**src/rtl/scb_pkg.sv**
```systemverilog
package scb_pkg;
  // Width of the readback register for a given configuration.
  function automatic int res_width(input int paths, input int cnt_w, input int idx_w);
    return paths + cnt_w + idx_w;
  endfunction

  // Why the results are being wiped.
  typedef enum logic [1:0] {
    CLR_NONE  = 2'b00,
    CLR_RESET = 2'b01,
    CLR_INSTR = 2'b10,
    CLR_BOTH  = 2'b11
  } clr_cause_e;
endpackage

```
**src/rtl/scb_lane.sv**
```systemverilog
module scb_lane (
  input  logic clk,
  input  logic rst_n,
  input  logic clr,
  input  logic cmp_en,
  input  logic sel,
  input  logic scan_bit,
  input  logic exp_bit,
  input  logic mask_bit,
  input  logic auto_brake,
  input  logic force_brake,
  output logic miss,
  output logic fail,
  output logic brake
);
  logic fail_q, brake_q;

  // A braked path is frozen and no longer takes part.
  assign miss = cmp_en & sel & ~brake_q & ~mask_bit & (scan_bit ^ exp_bit);

  always_ff @(posedge clk or negedge rst_n) begin
    if (!rst_n) begin
      fail_q  <= 1'b0;
      brake_q <= 1'b0;
    end else if (clr) begin
      fail_q  <= 1'b0;
      brake_q <= 1'b0;
    end else begin
      fail_q  <= fail_q | miss;
      brake_q <= brake_q | force_brake | (miss & auto_brake);
    end
  end

  assign fail  = fail_q;
  assign brake = brake_q;
endmodule

```
**src/rtl/scb_stats.sv**
```systemverilog
module scb_stats #(
  parameter int CNT_W = 8,
  parameter int IDX_W = 12
) (
  input  logic             clk,
  input  logic             rst_n,
  input  logic             clr,
  input  logic             in_shift,
  input  logic             miss_any,
  output logic [CNT_W-1:0] fail_cnt,
  output logic [IDX_W-1:0] first_idx
);
  localparam logic [CNT_W-1:0] CNT_MAX = {CNT_W{1'b1}};
  localparam logic [IDX_W-1:0] IDX_MAX = {IDX_W{1'b1}};

  logic [IDX_W-1:0] idx_q;
  logic [CNT_W-1:0] cnt_q;
  logic [IDX_W-1:0] first_q;
  logic             have_first;

  // Position within the current shift run.
  always_ff @(posedge clk or negedge rst_n) begin
    if (!rst_n)              idx_q <= '0;
    else if (clr)            idx_q <= '0;
    else if (!in_shift)      idx_q <= '0;
    else if (idx_q != IDX_MAX) idx_q <= idx_q + 1'b1;
  end

  // Saturating count of failing edges.
  always_ff @(posedge clk or negedge rst_n) begin
    if (!rst_n)                          cnt_q <= '0;
    else if (clr)                        cnt_q <= '0;
    else if (miss_any && cnt_q != CNT_MAX) cnt_q <= cnt_q + 1'b1;
  end

  // Index of the first failing edge since the last clear.
  always_ff @(posedge clk or negedge rst_n) begin
    if (!rst_n) begin
      first_q    <= '0;
      have_first <= 1'b0;
    end else if (clr) begin
      first_q    <= '0;
      have_first <= 1'b0;
    end else if (miss_any && !have_first) begin
      first_q    <= idx_q;
      have_first <= 1'b1;
    end
  end

  assign fail_cnt  = cnt_q;
  assign first_idx = first_q;
endmodule

```
**src/rtl/scb_result_dr.sv**
```systemverilog
module scb_result_dr #(
  parameter int W = 16
) (
  input  logic         clk,
  input  logic         rst_n,
  input  logic         capture,
  input  logic         shift,
  input  logic         tdi,
  input  logic [W-1:0] snap,
  output logic         tdo
);
  logic [W-1:0] sr_q;

  always_ff @(posedge clk or negedge rst_n) begin
    if (!rst_n)       sr_q <= '0;
    else if (capture) sr_q <= snap;
    else if (shift)   sr_q <= {tdi, sr_q[W-1:1]};
  end

  assign tdo = sr_q[0];
endmodule

```
**src/rtl/scan_cmp_brake.sv**
```systemverilog
module scan_cmp_brake #(
  parameter int NUM_PATHS = 4,
  parameter int CNT_W     = 8,
  parameter int IDX_W     = 12
) (
  input  logic                 clk,
  input  logic                 rst_n,
  input  logic                 tlr,
  input  logic                 clr_fail,
  input  logic                 conc_mode,
  input  logic                 in_shift,
  input  logic [NUM_PATHS-1:0] path_sel,
  input  logic [NUM_PATHS-1:0] scan_out,
  input  logic                 exp_bit,
  input  logic                 mask_bit,
  input  logic                 auto_brake,
  input  logic [NUM_PATHS-1:0] brake_force,
  input  logic                 res_capture,
  input  logic                 res_shift,
  input  logic                 res_tdi,
  output logic                 res_tdo,
  output logic [NUM_PATHS-1:0] fail,
  output logic [NUM_PATHS-1:0] brake,
  output logic [CNT_W-1:0]     fail_cnt,
  output logic [IDX_W-1:0]     first_idx
);
  import scb_pkg::*;

  localparam int RES_W = res_width(NUM_PATHS, CNT_W, IDX_W);

  clr_cause_e           cause;
  logic                 clr;
  logic                 cmp_en;
  logic [NUM_PATHS-1:0] miss;

  assign cause  = clr_cause_e'({clr_fail, tlr});
  assign clr    = (cause != CLR_NONE);
  assign cmp_en = conc_mode & in_shift;

  for (genvar p = 0; p < NUM_PATHS; p++) begin : g_lane
    scb_lane u_lane (
      .clk         (clk),
      .rst_n       (rst_n),
      .clr         (clr),
      .cmp_en      (cmp_en),
      .sel         (path_sel[p]),
      .scan_bit    (scan_out[p]),
      .exp_bit     (exp_bit),
      .mask_bit    (mask_bit),
      .auto_brake  (auto_brake),
      .force_brake (brake_force[p]),
      .miss        (miss[p]),
      .fail        (fail[p]),
      .brake       (brake[p])
    );
  end

  scb_stats #(.CNT_W(CNT_W), .IDX_W(IDX_W)) u_stats (
    .clk       (clk),
    .rst_n     (rst_n),
    .clr       (clr),
    .in_shift  (in_shift),
    .miss_any  (|miss),
    .fail_cnt  (fail_cnt),
    .first_idx (first_idx)
  );

  scb_result_dr #(.W(RES_W)) u_dr (
    .clk     (clk),
    .rst_n   (rst_n),
    .capture (res_capture),
    .shift   (res_shift),
    .tdi     (res_tdi),
    .snap    ({first_idx, fail_cnt, fail}),
    .tdo     (res_tdo)
  );
endmodule

```
**config.mk**
```make
export PLATFORM = sky130hd
export DESIGN_NAME = scan_cmp_brake
export DESIGN_NICKNAME = d
export VERILOG_FILES = /design/src/rtl/scb_pkg.sv /design/src/rtl/scb_lane.sv /design/src/rtl/scb_stats.sv /design/src/rtl/scb_result_dr.sv /design/src/rtl/scan_cmp_brake.sv
export SDC_FILE = /design/constraint.sdc
export NUM_CORES = 1
export LEC_CHECK = 0
export BUFFER_PORTS_ARGS = -buffer_cell sky130_fd_sc_hd__buf_4
export CAP_MARGIN = 20
export CORE_ASPECT_RATIO = 0.7
export CORE_MARGIN = 5
export CORE_UTILIZATION = 30
export CTS_BUF_LIST = sky130_fd_sc_hd__clkbuf_8
export DETAILED_ROUTE_END_ITERATION = 16
export PLACE_DENSITY_LB_ADDON = 0.3
export SLEW_MARGIN = 10
export SYNTH_ARGS = -nofsm -noshare
export SYNTH_HDL_FRONTEND = slang
export SYNTH_SLANG_ARGS = --single-unit
```
**constraint.sdc**
```tcl
create_clock -name clk -period 1.65 [get_ports clk]
set_input_delay 0.33 -clock clk [delete_from_list [all_inputs] [get_ports clk]]
set_output_delay 0.33 -clock clk [all_outputs]
set_load 0.01 [all_outputs]
```
# Yosys cells after proc, flatten, opt, wreduce, memory -nomap -nowiden
# Cells that the tools add are included.
word_totals:
  register_bits: 65
  word_cells: 87
  in_bits: 24
  output_inout_bits: 29
op_classes:
  n_addsub: 2
  eq_ne: 3
  bitwise_logic: 42
  n_reduce_logical: 8
  n_mux: 19
ops:
  columns: ["operator", "count"]
  rows:
  - ["$mux 12", 5]
  - ["$mux 24", 2]
  - ["$and 1x1->1", 21]
  - ["$mux 8", 2]
  - ["$add 12x1->12 const B", 1]
  - ["$ne 12x12->1 const B", 1]
  - ["$or 1x1->1", 12]
  - ["$mux 1", 10]
  - ["$add 8x1->8 const B", 1]
  - ["$ne 8x8->1 const B", 1]
  - ["$reduce_bool 2->1", 4]
  - ["$not 1->1", 5]
  - ["$reduce_or 4->1", 1]
  - ["$xor 1x1->1", 4]
  - ["$ne 3x1->1 const B", 1]
  - ["$logic_and 1x1->1", 2]
  - ["$logic_not 1->1", 1]

# Logic depth before layout (Yosys ltp)
depth:
  word_depth: 9
  depth_mapped: 7

# Hierarchy
# Synthesis repeated with hierarchy kept, for this count alone.
hier_totals:
  hier_cells: 321
  area_unflattened_um2: 3096.7
by_module_without_submodules:
  columns: ["mod", "seq_area_each_um2", "area_each_um2", "cells_per_inst", "instances"]
  rows:
  - ["scb_stats", 825.8, 1559.0, 170, 1]
  - ["scb_result_dr", 600.6, 1127.3, 104, 1]
  - ["scb_lane", 50.0, 97.6, 11, 4]
  - ["scan_cmp_brake", 0.0, 20.0, 3, 1]

# Least setup slack after synthesis
# No wires, ideal clock.
synth_timing:
  path_type: "register -> register"
  startpoint: "reg u_stats.cnt_q[0] (netlist: u_stats.fail_cnt[0])"
  endpoint: "reg u_stats.cnt_q[5] (netlist: u_stats.fail_cnt[5])"
  setup_ns: 0.077
  arrival_time_ns: 1.724
  slack_ns: -0.152
  required_time_ns: 1.573
  synth_period_minus_slack_ns: 1.802
  path_stages_with_launch: 7
  n_path_buf: 0
  path_cell_list: "dfrtp_1 ha_1 and3_1 nand3_1 nand2_1 or4_1 a21oi_1"
synth_between:
  elab_chain_cells: 3
  elab_cells_between_ends: 6
  cone_classes: "1 x add/sub; 1 x eq/ne; 2 x mux; 2 x reduce/logical"
synth_rtl:
  columns: ["item", "line_no", "source"]
  rows:
  - ["start, declared", "scb_stats.sv:17", "logic [CNT_W-1:0] cnt_q;"]
  - ["start signal, assigned", "scb_stats.sv:33", "else if (miss_any && cnt_q != CNT_MAX) cnt_q <= cnt_q + 1'b1;"]
  - ["$add 8x1->8 / $ne 8x8->1 (equally long branches)", "scb_stats.sv:33", null]
  - ["$mux 8 / $logic_and 1x1->1 (equally long branches)", "scb_stats.sv:33", null]
  - ["$mux 8 / $reduce_bool 2->1 (equally long branches)", null, null]
# Several ways; a longest one is shown, not always the timed one. The select of a mux whose other input is x is not followed.
# A chain may end at the register's enable or synchronous reset.

# Worst setup path after layout
layout_timing:
  startpoint: "reg g_lane[0].u_lane.brake_q"
  endpoint: "reg u_stats.cnt_q[5] (netlist: u_stats.fail_cnt[5])"
layout_between:
  elab_chain_cells: 7
layout_rtl:
  columns: ["item", "line_no", "source"]
  rows:
  - ["start, declared", "scb_lane.sv:16", "logic fail_q, brake_q;"]
  - ["start signal, assigned", "scb_lane.sv:30", "brake_q <= brake_q | force_brake | (miss & auto_brake);"]
  - ["$not 1->1", "scb_lane.sv:19", "assign miss = cmp_en & sel & ~brake_q & ~mask_bit & (scan_bit ^ exp_bit);"]
  - ["$and 1x1->1 (3 in a row)", "scb_lane.sv:19", null]
  - ["$reduce_or 4->1", "scan_cmp_brake.sv:63", ".miss_any (|miss),"]
  - ["$logic_and 1x1->1", "scb_stats.sv:33", null]
  - ["$reduce_bool 2->1 (no source line)", null, null]
# Every way passes these cells.

==> impl_metrics.yaml <==
global_route:
  track_usage_pct: 12.6
  grt_max_degree: 49
  antenna_found_initial: 0
  grt_pass1_wl_mm: 12.8
  grt-ovfl-total: 0
  grt_pass1_vias: 2556
detailed_routing:
  drtIter0Drc: 134
  num_vias: 2550
  via_per_inst: 4.73
  wire_per_inst_um: 14.2
  drcViolationCount: 0
  ant_nets: 0
  dr.pass1.iters: 4
  drt-total-wl_mm: 7.66
logic_synthesis:
  netlist_top_cells_count: "dfrtp_1 (65), nand2_1 (45), o21ai_0 (39)"
  ys_async_sr_fraction_pct: 100
  synth_nets: 349
  synth_warnings: 0
  synth.area.top_cells: "dfrtp_1 (51%), mux2i_1 (7.9%), o21ai_0 (6.2%), nand2_1 (5.3%), nand3_1 (3.3%)"
  netlist_instances: 323
  synth_most_common_cell: "dfrtp_1"
  synth_top_area_share_pct: 51.3
  synth_cell_type_count: 44
  synth_flop_cell: "dfrtp_1"
  ys_ff_latch: 65
  synth.largest_area_cell: "dfrtp_1"
  avgSynthCellArea_sq_um: 9.82
  yosysSeqAreaShare_pct: 51.3
  synth_area_sq_um: 3170
  synth_edf_count: 0
sta:
  slew_viol_final: 0
  fmax_mhz: 615
  fin_crit_ns: 1.62
  fin_crit_sh_pct: 98.5
  worst_slack_ns: 0.0253
  finalClockSkew_ns: 0.0131
  relSlewSlack_pct: 71.2
  finalSetupViolCount: 0
  rsz0062_at_grt: "yes"
  hold_viol_final: 0
  tightest_slew_ns: 0.433
floorplanning:
  die_y_um: 96.0
  die_area_sq_um: 12800
  core_area_sq_um: 10400
  placementRows: 31
  ios: 53
  start_util_pct: 30.6
  die_w_um: 133
clocking:
  clk_latency_ns: 0.35
  cts_buffers: 9
  cts_tree: "yes"
  cts-htree-levels: 3
  cts_sinks: 65
  clk_pin_slew_ns: 0.07
  cts.path.max_buffers: 2
  clockRootBuffer: "clkbuf_8"
setup_path:
  end_kind: "flip-flop"
  critPathLaunchType: "flip-flop"
  cpPeakStageDelay_ns: 0.50
  crit_slowest_cell: "or4_4"
  cp_max_fo: 12
  cp.required_ns: 1.93
  worstPathCellList: "o32ai_2, nor3_2, buf_6, or4_4, a21oi_2"
  critPathArrivalTime_ns: 1.90
  critPathKind: "flip-flop to flip-flop"
power:
  p_total_w: 0.00328
  vdd_drop_max_mv: 0.272
  power_density_nw_per_um2: 779
  p_leak_nw: 1.90
place:
  place_congestion: 0.825
  pre_cts_slack_ns: -0.227
  port_buffers: 52
  dpl_cell_area_sq_um: 3910
  dp_hpwl_mm: 5.51
  dpl.cell_count: 519
cells_and_area:
  multi_input_area_sq_um: 1460
  fin_cells: 539
  antennaDiodeCount: 0
  synthToLayoutAreaGrowth_pct: 32.7
  final_core_util_pct: 40.6
  final_area_sq_um: 4210
  drive_gt1_share_pct: 33.4
  ff_latch_area_sq_um: 1630
  fill_cells: 1016
  nets: 429
min_path:
  worst_hold_path_type: "primary input to flip-flop"
flow_run:
  cap_viol_max_count: 0
run_status:
  outcome: "completed"
-- state kept, by name (all words and copies together), names as in the netlist --
register	flops
u_stats.first_idx	12
u_stats.idx_q	12
u_stats.fail_cnt	8
u_dr.sr_q	24
g_lane.u_lane.fail	4
g_lane.u_lane.brake	4
u_stats.have_first	1
-- cell usage in the layout (no fill, tap or decap), types with 2 or more instances in the layout --
cell / count
a21oi_1: 6
a21oi_2: 4
a311oi_1: 5
and3_1: 2
and3_4: 2
buf_12: 2
buf_4: 92
clkbuf_8: 10
clkinv_2: 2
dfrtp_1: 65
ha_2: 2
inv_1: 3
mux2i_1: 25
nand2_1: 44
nand3_1: 20
nand4_1: 5
nor2_1: 24
nor3_1: 3
nor3b_2: 2
nor4_1: 3
o211ai_1: 2
o21ai_0: 39
o31ai_1: 2
or3_4: 3
xnor2_1: 8
xor2_1: 4
-- critical path: cells and delay by family (launching register included) --
| kind | cells | cell delay, ns |
|---|---|---|
| and+or+nand+nor | 2 | 0.57 |
| AOI/OAI and AO/OA | 2 | 0.44 |
| DFF | 1 | 0.40 |
| buffers and inverters | 1 | 0.14 |
-- logic make-up (layout without fill, tap and decap cells) --
logic type               Yosys count  count (layout)  share of synthesized area (%)
AO/OA/AOI/OAI                     66              66                           12.3
AND/OR/NAND/NOR                  123             123                           19.0
multiplexers                      25              25                           7.89
buffers and inverters             30             114                           5.40
adder cells (fa/ha/maj)            2               2                          0.789
XOR/XNOR                          12              12                           3.31
flip-flops                        65              65                           51.3
-- metrics by stage --
stage / TNS [ns] / hold slack [ns]
global placement: -0.942 / 0.307
global route: -0.0849 / 0.189
floorplan: -0.135 / 0.0344
CTS: 0 / 0.187
finish: 0 / 0.198
detailed placement: -1.31 / 0.305
-- metal layers --
layer  routed length, um  track usage, %
met1                3860            17.2
met2                3480            19.1
met3                 208            3.50
met4                 112            4.50
met5                   0               0
-- report_power, final --
group          total [W]  internal [W]  switching, W
clock network    0.00135      0.000727      0.000625
registers        0.00161       0.00160    0.00000826
logic           0.000313      0.000141      0.000171
-- worst paths after layout --
kind                                         from                endpoint  slack, ns  cells after the start
hold reg to reg                u_stats.have_first      u_stats.have_first       0.51                      1
max in group asynchronous                   rst_n           u_dr.sr_q[17]       0.66                      3
setup reg to reg           g_lane[0].u_lane.brake     u_stats.fail_cnt[5]       0.03                      5
hold / removal                     brake_force[0]  g_lane[0].u_lane.brake       0.20                      3
min in group asynchronous                   rst_n            u_dr.sr_q[0]       0.45                      2
setup / recovery           g_lane[0].u_lane.brake     u_stats.fail_cnt[5]       0.03                      5
-- cell type report --
class | instances | area share [%]
clock inverters | 5 | 1.34
repair buffers | 96 | 17.9
well taps | 132 | 3.92
inverters | 3 | 0.268
flip-flops and latches | 65 | 38.6
clock buffers | 10 | 3.27
multi-input cells | 228 | 34.7
-- timing repair --
| item | CTS | global route |
|---|---|---|
| resized for setup | 3 | 11 |
| setup buffers | 0 | 4 |
| endpoints found under the hold margin | 30 | 0 |
| hold buffers | 1 | 0 |
| endpoints found under the setup margin | 5 | 8 |
| cloned | 0 | 0 |
| pin swaps | 3 | 9 |
(Power assumes the default switching activity.)
